[config.mk]
export PLATFORM = sky130hd
export DESIGN_NAME = nvm_wgate
export DESIGN_NICKNAME = d
export VERILOG_FILES = /design/src/rtl/wgate_pkg.sv /design/src/rtl/wgate_seq.sv /design/src/rtl/wgate_dp.sv /design/src/rtl/nvm_wgate.sv
export SDC_FILE = /design/constraint.sdc
export NUM_CORES = 1
export LEC_CHECK = 0
export ABC_AREA = 1
export CAP_MARGIN = 30
export CORE_MARGIN = 2
export CORE_UTILIZATION = 34
export DETAILED_ROUTE_END_ITERATION = 10
export HOLD_SLACK_MARGIN = 0.05
export PLACE_DENSITY_LB_ADDON = 0.12
export SLEW_MARGIN = 20
export SYNTH_ARGS = -nofsm -noshare
export SYNTH_HDL_FRONTEND = slang
export SYNTH_SLANG_ARGS = --single-unit
[constraint.sdc]
create_clock -name clk -period 2.49 [get_ports clk]
set_input_delay 0.249 -clock clk [delete_from_list [all_inputs] [get_ports clk]]
set_output_delay 0.249 -clock clk [all_outputs]
set_load 0.03 [all_outputs]
[src/rtl/wgate_pkg.sv]
package wgate_pkg;
  localparam int ADDR_W = 12;
  localparam int REQ_ADDR_W = 16;
  localparam int CODE_W = 3;
  localparam int POS_SELF = 7;
  localparam int POS_POL = 6;
  localparam int POS_CODE_LO = 2;
  localparam logic [7:0] PAGE_SEL = 8'hA2;
  localparam logic [7:0] CTRL_MASK = 8'hDC;

  typedef enum logic [1:0] {
    TGT_ARRAY = 2'd0,
    TGT_PAGE  = 2'd1,
    TGT_CTRL  = 2'd2,
    TGT_NONE  = 2'd3
  } tgt_e;

  typedef struct packed {
    logic loadCtrl;
    logic setLock;
  } gate_strobe_t;
endpackage

[src/rtl/wgate_seq.sv]
module wgate_seq
  import wgate_pkg::*;
(
  input  logic         clk,
  input  logic         rstN,
  input  logic         reqValid,
  input  logic         commitValid,
  input  tgt_e         reqTarget,
  input  logic         rawPermit,
  output logic         permit,
  output gate_strobe_t strobe
);
  logic permitQ;
  tgt_e targetQ;
  logic commitNow;

  assign commitNow = commitValid && !reqValid;

  always_ff @(posedge clk or negedge rstN) begin
    if (!rstN) begin
      permitQ <= 1'b0;
      targetQ <= TGT_NONE;
    end else if (reqValid) begin
      permitQ <= rawPermit;
      targetQ <= reqTarget;
    end else if (commitValid) begin
      permitQ <= 1'b0;
      targetQ <= TGT_NONE;
    end
  end

  always_comb begin
    strobe.loadCtrl = commitNow && permitQ && (targetQ == TGT_CTRL);
    strobe.setLock  = commitNow && permitQ && (targetQ == TGT_PAGE);
  end

  assign permit = permitQ;
endmodule

[src/rtl/wgate_dp.sv]
module wgate_dp
  import wgate_pkg::*;
(
  input  logic                  clk,
  input  logic                  rstN,
  input  gate_strobe_t          strobe,
  input  logic [7:0]            wrData,
  input  logic                  wpPin,
  input  logic                  crLockPin,
  input  tgt_e                  reqTarget,
  input  logic [7:0]            reqSel,
  input  logic [REQ_ADDR_W-1:0] reqAddr,
  output logic                  rawPermit,
  output logic [7:0]            ctrlReg,
  output logic                  otpLock
);
  localparam int NCODES = 1 << CODE_W;

  logic [7:0]        ctrlQ;
  logic              lockQ;
  logic [ADDR_W-1:0] arrAddr;
  logic [CODE_W-1:0] sizeCode;
  logic [NCODES-1:0] hitVec;
  logic              wpActive;
  logic              roHit;
  logic              pageOk;
  logic              ctrlOk;

  always_ff @(posedge clk or negedge rstN) begin
    if (!rstN) begin
      ctrlQ <= 8'h00;
      lockQ <= 1'b0;
    end else begin
      if (strobe.loadCtrl) ctrlQ <= wrData & CTRL_MASK;
      if (strobe.setLock)  lockQ <= 1'b1;
    end
  end

  assign arrAddr  = reqAddr[ADDR_W-1:0];
  assign sizeCode = ctrlQ[POS_CODE_LO +: CODE_W];

  // one comparator per size code; window doubles with each code
  genvar c;
  generate
    for (c = 0; c < NCODES; c++) begin : g_win
      if (c == 0) begin : g_none
        assign hitVec[c] = 1'b0;
      end else if (c == NCODES - 1) begin : g_all
        assign hitVec[c] = 1'b1;
      end else begin : g_part
        localparam int SHIFT = ADDR_W - (NCODES - 1) + c;
        assign hitVec[c] = (arrAddr >> SHIFT) == '0;
      end
    end
  endgenerate

  assign roHit    = hitVec[sizeCode];
  assign wpActive = wpPin ^ ctrlQ[POS_POL];
  assign pageOk   = (reqSel == PAGE_SEL) && (arrAddr == '0) && !lockQ;
  assign ctrlOk   = !ctrlQ[POS_SELF] || crLockPin;

  always_comb begin
    unique case (reqTarget)
      TGT_ARRAY: rawPermit = !wpActive && !roHit;
      TGT_PAGE:  rawPermit = !wpActive && pageOk;
      TGT_CTRL:  rawPermit = ctrlOk;
      default:   rawPermit = 1'b0;
    endcase
  end

  assign ctrlReg = ctrlQ;
  assign otpLock = lockQ;
endmodule

[src/rtl/nvm_wgate.sv]
module nvm_wgate
  import wgate_pkg::*;
(
  input  logic        clk,
  input  logic        rstN,
  input  logic        wpPin,
  input  logic        crLockPin,
  input  logic        reqValid,
  input  logic [1:0]  reqTarget,
  input  logic [7:0]  reqSel,
  input  logic [15:0] reqAddr,
  input  logic        commitValid,
  input  logic [7:0]  wrData,
  output logic        permit,
  output logic [7:0]  ctrlReg
);
  gate_strobe_t strobe;
  logic         rawPermit;
  logic         otpLock;
  tgt_e         tgt;

  assign tgt = tgt_e'(reqTarget);

  wgate_seq u_seq (
    .clk(clk), .rstN(rstN), .reqValid(reqValid), .commitValid(commitValid),
    .reqTarget(tgt), .rawPermit(rawPermit), .permit(permit), .strobe(strobe)
  );

  wgate_dp u_dp (
    .clk(clk), .rstN(rstN), .strobe(strobe), .wrData(wrData),
    .wpPin(wpPin), .crLockPin(crLockPin), .reqTarget(tgt), .reqSel(reqSel),
    .reqAddr(reqAddr), .rawPermit(rawPermit), .ctrlReg(ctrlReg), .otpLock(otpLock)
  );
endmodule

==> Word-level counts from Yosys, hierarchy flattened <==
Index checks and enable logic that the tools add are counted.
{ "classes": {"order_cmp": 1, "eq_ne": 5, "n_mux": 7, "bitwise": 1, "n_reduce_logical": 23} }
{ "op_table": {"columns": ["op", "count"], "rows": [
  ["zero test 12 bit", 7],
  ["== test 8 bit, second input constant", 1],
  ["logical AND 1 bit", 8],
  ["zero test 1 bit", 5],
  ["== test 2 x 1 -> 1 bit, second input constant", 2],
  ["== test 2 bit, second input constant", 2],
  ["less-than comparator 3 x 4 -> 1 bit, second input constant", 1],
  ["two-way mux 2 bit", 2],
  ["binary-select mux 1 bit (select 3 bit)", 1],
  ["two-way mux 1 bit", 3],
  ["one-hot mux 1 bit (3 select lines)", 1],
  ["zero test 2 bit", 1],
  ["nonzero test 2 bit", 1],
  ["logical OR 1 bit", 1],
  ["bitwise XOR 1 bit", 1]
]} }
{ "word_totals": {"register_bits": 9} }

==> Logic depth before layout (Yosys ltp) <==
Gate-level depths: netlist of the first run.
{ "depth": {"depth_word": 7, "ltp_mapped": 11} }

==> By module <==
From an unflattened synthesis of the first run, not the netlist that was laid out.
{ "hier_totals": {"hier_cells": 91, "hier_area_um2": 610.6} }
{ "by_module_without_submodules": {"columns": ["module", "n_inst", "cells_each", "area_per_inst_um2", "seq_area_each_um2"], "rows": [
  ["wgate_dp", 1, 64, 436.7, 150.1],
  ["wgate_seq", 1, 27, 173.9, 77.6]
]} }

==> Worst setup path after synthesis of the first run <==
No wires, ideal clock.
{ "synth_timing": {"kind": "reg2reg", "start": "register u_seq.permitQ (netlist: u_seq.permit)", "end": "register u_dp.ctrlQ[4] (netlist: u_dp.ctrlReg[4])", "setup_time_ns": 0.125, "arrival_ns": 1.144, "t_required_ns": 2.365, "slack_ns": 1.221, "stages_incl_launch_ff": 5, "cell_sequence": "dfrtp_1 > nand2_2 > nor2_4 > nand3_4 > mux2_4"} }
{ "synth_via": {"elab_chain_len": 2} }
{ "synth_lines": {"columns": ["item", "line_no", "rtl"], "rows": [
  ["start: declaration", "wgate_seq.sv:13", "logic permitQ;"],
  ["start signal: assignment", "wgate_seq.sv:24", "permitQ <= rawPermit;"],
  ["logical AND 1 bit (2 in series)", "wgate_seq.sv:33", "strobe.loadCtrl = commitNow && permitQ && (targetQ == TGT_CTRL);"],
  ["end signal: assignment", "wgate_dp.sv:34", "if (strobe.loadCtrl) ctrlQ <= wrData & CTRL_MASK;"],
  ["end: declaration", "wgate_dp.sv:19", "logic [7:0] ctrlQ;"]
]} }
Every way passes these cells.
A chain may end at the register's enable or synchronous reset.

==> Worst setup path after layout of the first run <==
{ "layout_timing": {"start": "register u_dp.ctrlQ[3] (netlist: u_dp.ctrlReg[3])", "end": "output port ctrlReg[3]"} }
{ "layout_rtl": {"columns": ["item", "line_no", "rtl"], "rows": [
  ["end: declaration", "nvm_wgate.sv:15", "output logic [7:0] ctrlReg"]
]} }
No word-level cell between the ends.

==> parameters.txt, run 1 <==
Parameter                              Value

Status
  Result of the run    completed

Drt
  Remaining design rule violation count    0
  Amount of wire on met3 after detailed routing    roughly 150 µm
  Routed length on met1    564 µm
  Uppermost metal layer occupied by signal nets    met4
  Post-route antenna net violation count    0
  Vias post-DR    ~610
  Met2 Wirelength    around 580 µm
  Per-cell routed wire length    between 9 and 10 µm
  Iteration count of the initial detailed-routing pass    3
  Average via count per standard cell    ~4.4
  Routed wire length    approximately 1300 µm
  Drt first-iter violations    3

Power and ir drop
  Clock network power share    approximately 22%
  Switching fraction of total power    33.6%
  VDD IR-drop max    roughly 410 µV
  Portion of total power attributed to sequential cells    a little under two fifths
  Total internal power    0.355 mW
  Gate power share    between 40% and 50%
  Leak Pwr    roughly 0.46 nW
  Net Switching    approximately 0.18 mW
  Power per cell area    roughly 530 nW/µm²
  Sum of internal, switching and leakage power    between 0.5 and 0.6 mW

STA
  Clock skew    0.00884 ns
  Final TNS setup    0 ns
  Hold Slack    between 0.2 and 0.3 ns
  Final Hold Viols    0
  Max Transition Viols Final    0
  Min Tclk post-route    1.59 ns
  Fmax    roughly 630 MHz
  Period utilization    about 64%
  RSZ-0062 raised after global routing    no
  # setup viols final    0

Clock network
  Total CTS buffers    3
  Post-CTS Setup Inserts    0
  CTS H-Tree Depth    1
  Clock net sink count    9
  Skew-Pair Late Insertion Delay    roughly 0.26 ns
  Number of buffers added to fix hold violations after cts    0
  Number of buffers on the longest clock path    2
  CTS clk-pin slew, worst paths    roughly 0.070 ns
  Number of cells upsized or downsized after cts    0
  Clock tree from TritonCTS    done
  Root buffer cell    clkbuf_4

Finish
  Total area of multi-input combinational cells    roughly 300 µm²
  Most common library cell in the layout ignoring fill and taps    clkdlybuf4s50_1
  Final-stage net count    163
  Number of antenna cells inserted    0
  Fill cell instance count of the final layout    171
  Sequential cell area    ~230 µm²
  Share of layout cells above drive strength 1    under 10%
  Commonest non-fill, non-tap cells in the layout    clkdlybuf4s50_1 (38), nand2_1 (18), nor2_1 (17)
  Area growth, synth to finish    70.2%
  Filler-free cell count of the finished design    between 100 and 150

Global route
  Aggregate global-route resource usage    roughly 15%
  Overall overflow remaining after global route    0
  Pin count of the biggest net entering global routing    10
  Number of antenna violations at the first check in global routing    0
  First-pass GRT wire length    2240 µm
  Via count of the first global-routing pass    about 570

Floorplan
  Area of the core    ~1700 µm²
  Total die area    roughly 2100 µm²
  Row Count    15
  Die Width    roughly 46 µm
  Effective utilization at floorplan    between 30% and 40%
  Number of ports placed on the die boundary    slightly below 50
  Die Height    around 46 µm

Place
  Detailed placement HPWL    roughly 1100 µm
  Buffers on Ports    38
  Number of cells in the design after placement    ~140
  Placer congestion estimate    0.772

Critical path
  Worst-path cell with the longest stage delay    clkdlybuf4s50_1
  Cell class contributing the biggest share of worst-path delay    buffers and inverters
  Worst path bufs/invs    1
  Kind of start point of the critical path    register
  Worst path cell trace    clkdlybuf4s50_1
  Critical path's largest stage delay    between 0.6 and 0.7 ns
  Peak fanout along the critical path    5
  Category of the critical setup timing path    register to output pin
  Critical Path End Type    output pin
  Data required, critical path    ~2.2 ns
  Arrival time at the worst endpoint    around 1.4 ns

Hold path
  Worst min path class    primary input to asynchronous set/reset pin

Synthesis
  Flop and latch count out of synthesis    9
  Post-synthesis instance area    between 500 and 600 µm²
  Synthesis Warnings    0
  Average footprint of a synthesized cell    between 7 and 8 µm²
  Post-Synthesis Cells    between 80 and 90
  Number of unique standard cell types used by synthesis    21
  Share of the yosys chip area belonging to registers    about two fifths

Job
  MaxCap Viol Count    0
per-layer routing:
layer	GRT usage, %	vias up
met5	0	-
met4	8.82	0
met3	3.17	2
met2	22.5	28
met1	19.6	250
li1	-	329
stage by stage:
stage	worst slack, ns	instance area, µm²	utilization [%]
3_5_place_dp	0.972	975	58.4
3_3_place_gp	0.987	975	58.4
4_1_cts	0.885	1000	59.9
6_report	0.896	1000	59.9
5_1_grt	0.827	1000	59.9
2_1_floorplan	1.22	596	-
power by group through the flow:
stage               sequential (mW)  combinational (mW)  clock (mW)
global route                  0.205               0.238       0.131
floorplan                     0.242              0.0758           0
finish                        0.200               0.220       0.115
global placement              0.202               0.220           0
CTS                           0.200               0.222       0.119
detailed placement            0.202               0.222           0
Yosys cell counts:
cell type | n | share of area (%)
a21oi_1 | 5 | 4.3
a22oi_1 | 1 | 1.3
a31o_1 | 1 | 1.5
buf_4 | 3 | 3.8
clkinv_1 | 1 | 0.64
conb_1 | 1 | 0.64
dfrtp_1 | 7 | 30
dfstp_2 | 2 | 8.9
inv_1 | 10 | 6.4
inv_2 | 1 | 0.64
mux2_4 | 2 | 5.1
nand2_1 | 18 | 11
nand2_2 | 1 | 1.1
nand3_1 | 4 | 3.4
nand3_4 | 1 | 3.0
nor2_1 | 17 | 11
nor2_2 | 1 | 1.1
nor2_4 | 1 | 1.9
o21ai_0 | 2 | 1.7
or2_0 | 1 | 1.1
xnor2_1 | 1 | 1.5
path summary, 6_finish.rpt:
kind | start | to | slack [ns] | cells after the start
max | u_dp.ctrlReg[3] | ctrlReg[3] | 0.90 | 1
min | rstN | u_seq.permit | 0.28 | 1
max reg2reg | u_seq.targetQ[0] | u_dp.ctrlReg[6] | 1.33 | 3
min reg2reg | u_dp.otpLock | u_dp.otpLock | 0.47 | 1
max in group asynchronous | rstN | u_seq.targetQ[0] | 1.89 | 1
min in group clk | u_dp.otpLock | u_dp.otpLock | 0.47 | 1
sequential cells by signal (all words and copies together) (netlist names):
register       cells
u_dp.ctrlReg       5
u_seq.targetQ      2
u_dp.otpLock       1
u_seq.permit       1
layout make-up:
class	instances	share of cell area, %
repair buffers	38	38.0
multi-input cells	59	30.0
flip-flops and latches	9	22.7
inverters	12	4.50
clock buffers	4	2.63
well taps	17	2.13
cell families (layout without fill, tap and decap cells):
kind of cell           Yosys count  in the layout  synth area share [%]
AND/OR/NAND/NOR                 44             44                  33.8
AO/OA/AOI/OAI                    9              9                  8.72
other                            1              3                 0.638
XOR/XNOR                         1              1                  1.49
buffers and inverters           15             54                  11.5
flip-flops                       9              9                  38.7
multiplexers                     2              2                  5.11
Power figures use the tool's default switching activity.
==> run 2, diff against run 1 <==
CORE_UTILIZATION = 31   (was 34)
clock period = 1.56 ns   (was 2.49 ns; I/O delays follow)
==> run 2 against run 1 <==
Effect of this change: sequential power up 60%; utilization down 2.4 points; sequential cell count unchanged; power up 58%; global-route usage down 2.2 points; combinational power up 60%; clock power up 51%; clock skew down 0.0073 ns; worst hold slack worse by 0.085 ns; count of clock-buffer cells in the layout down 1; highest routed layer unchanged.
==> parameters.txt, run 2 (synthesis gave the netlist of run 1 again) <==
Parameter                              Value

Power and ir drop
  Sum of internal, switching and leakage power    about 0.85 mW
  Portion of total power attributed to sequential cells    37.9%
  Switching fraction of total power    about a third
  VDD IR-drop max    603 µV
  Power per cell area    around 830 nW/µm²
  Net Switching    between 0.2 and 0.3 mW
  Leak Pwr    about 0.47 nW
  Gate power share    41.5%
  Total internal power    approximately 0.56 mW
  Clock network power share    20.6%

Drt
  Routed wire length    ~1300 µm
  Per-cell routed wire length    9.10 µm
  Average via count per standard cell    about 4.1
  Vias post-DR    596
  Iteration count of the initial detailed-routing pass    2
  Remaining design rule violation count    0
  Drt first-iter violations    2
  Post-route antenna net violation count    0

Clock network
  Root buffer cell    clkbuf_4
  Number of buffers on the longest clock path    2
  Total CTS buffers    3
  Skew-Pair Late Insertion Delay    about 0.25 ns
  Post-CTS Setup Inserts    0
  Clock net sink count    9
  CTS clk-pin slew, worst paths    about 0.06 ns
  Clock tree from TritonCTS    done
  CTS H-Tree Depth    1

Critical path
  Critical path's largest stage delay    between 0.6 and 0.7 ns
  Worst path cell trace    clkdlybuf4s50_1
  Kind of start point of the critical path    register
  Start point of the critical path    u_dp.ctrlReg[6]
  RR Startpoint    u_seq.targetQ[0]
  Critical Path End Type    output pin
  Worst path bufs/invs    1
  Peak fanout along the critical path    3
  Arrival time at the worst endpoint    between 1 and 1.5 ns
  Category of the critical setup timing path    register to output pin
  Data required, critical path    around 1.4 ns
  Worst-path cell with the longest stage delay    clkdlybuf4s50_1
  Cell class contributing the biggest share of worst-path delay    buffers and inverters

STA
  Max Transition Viols Final    0
  Clock skew    0.00156 ns
  RSZ-0062 raised after global routing    no
  # setup viols final    0
  Final Hold Viols    0
  Min Tclk post-route    between 1 and 1.5 ns
  Fmax    about 670 MHz
  Final TNS setup    0 ns
  Period utilization    ~96%

Status
  Result of the run    completed

Global route
  Pin count of the biggest net entering global routing    10
  Number of antenna violations at the first check in global routing    0
  Aggregate global-route resource usage    about an eighth
  Overall overflow remaining after global route    0
  First-pass GRT wire length    2010 µm
  Via count of the first global-routing pass    526

Finish
  Max reg flops    5
  Most common library cell in the layout ignoring fill and taps    clkdlybuf4s50_1
  Final-stage net count    around 160
  Area growth, synth to finish    72.6%
  Filler-free cell count of the finished design    147
  Share of layout cells above drive strength 1    roughly a tenth
  Number of antenna cells inserted    0
  Commonest non-fill, non-tap cells in the layout    clkdlybuf4s50_1 (37), nand2_1 (18), nor2_1 (17)

Place
  Detailed placement HPWL    ~1100 µm
  Number of cells in the design after placement    approximately 140
  Buffers on Ports    38
  Placer congestion estimate    roughly 0.74

Floorplan
  Effective utilization at floorplan    33.3%
  Number of ports placed on the die boundary    49
  Die Height    around 48 µm
  Die Width    47.6 µm
  Total die area    about 2300 µm²
  Area of the core    about 1800 µm²
  Row Count    15

Job
  MaxCap Viol Count    0

Hold path
  Worst min path class    primary input to asynchronous set/reset pin
==> run 2: cell types whose count changed in the layout (fill, tap and decap cells not counted), sizes merged <==
cell           previous run  this run
clkinv                    1         2
clkbuf                    4         3
dlymetal6s2s              0         1
clkdlybuf4s50            38        37
==> run 2: stage by stage <==
stage	instance area [µm²]	setup slack [ns]	hold WS (ns)	utilization, %
final	1010	0.0686	0.195	57.5
after global routing	1010	0.00182	0.196	57.5
after CTS	1010	0.0404	0.202	57.4
after detailed placement	985	0.153	0.461	55.8
after global placement	985	0.158	0.456	55.8
after floorplan	596	0.291	-0.140	-
==> run 2: path summary, 6_finish.rpt <==
check	endpoint	slack, ns	cells after the start
min in group clk	u_dp.otpLock	0.46	1
max	ctrlReg[6]	0.07	1
max in group asynchronous	u_seq.targetQ[1]	1.04	1
min	u_dp.ctrlReg[2]	0.19	1
min reg2reg	u_dp.otpLock	0.46	1
max reg2reg	u_dp.ctrlReg[4]	0.41	3
==> run 2: routing by layer <==
metal  track usage (%)  vias to the layer above  wire, µm
li1                  -                      328         -
met2              21.4                       28       548
met4              6.49                        0        14
met3              2.64                        2       139
met1              15.5                      238       636
met5                 0                        -         0
==> run 2: area by class of cell <==
| type | count | area [µm²] |
|---|---|---|
| fillers | 168 | 749 |
| clock inverters | 1 | 5.00 |
| well taps | 25 | 31.3 |
| repair buffers | 38 | 383 |
| inverters | 12 | 45.0 |
| clock buffers | 3 | 22.5 |
| multi-input cells | 59 | 300 |
| flip-flops and latches | 9 | 228 |
==> run 2: power by group through the flow <==
stage,logic [mW],registers [mW],clock network [mW]
final,0.351,0.320,0.174
after global routing,0.386,0.328,0.200
after CTS,0.357,0.320,0.182
after detailed placement,0.355,0.324,0
after global placement,0.353,0.323,0
after floorplan,0.121,0.386,0
==> run 2: what timing repair did <==
action,in CTS,in global routing
resized for setup,0,1
hold buffers,0,0
endpoints found under the hold margin,0,0
setup endpoints to repair,0,1
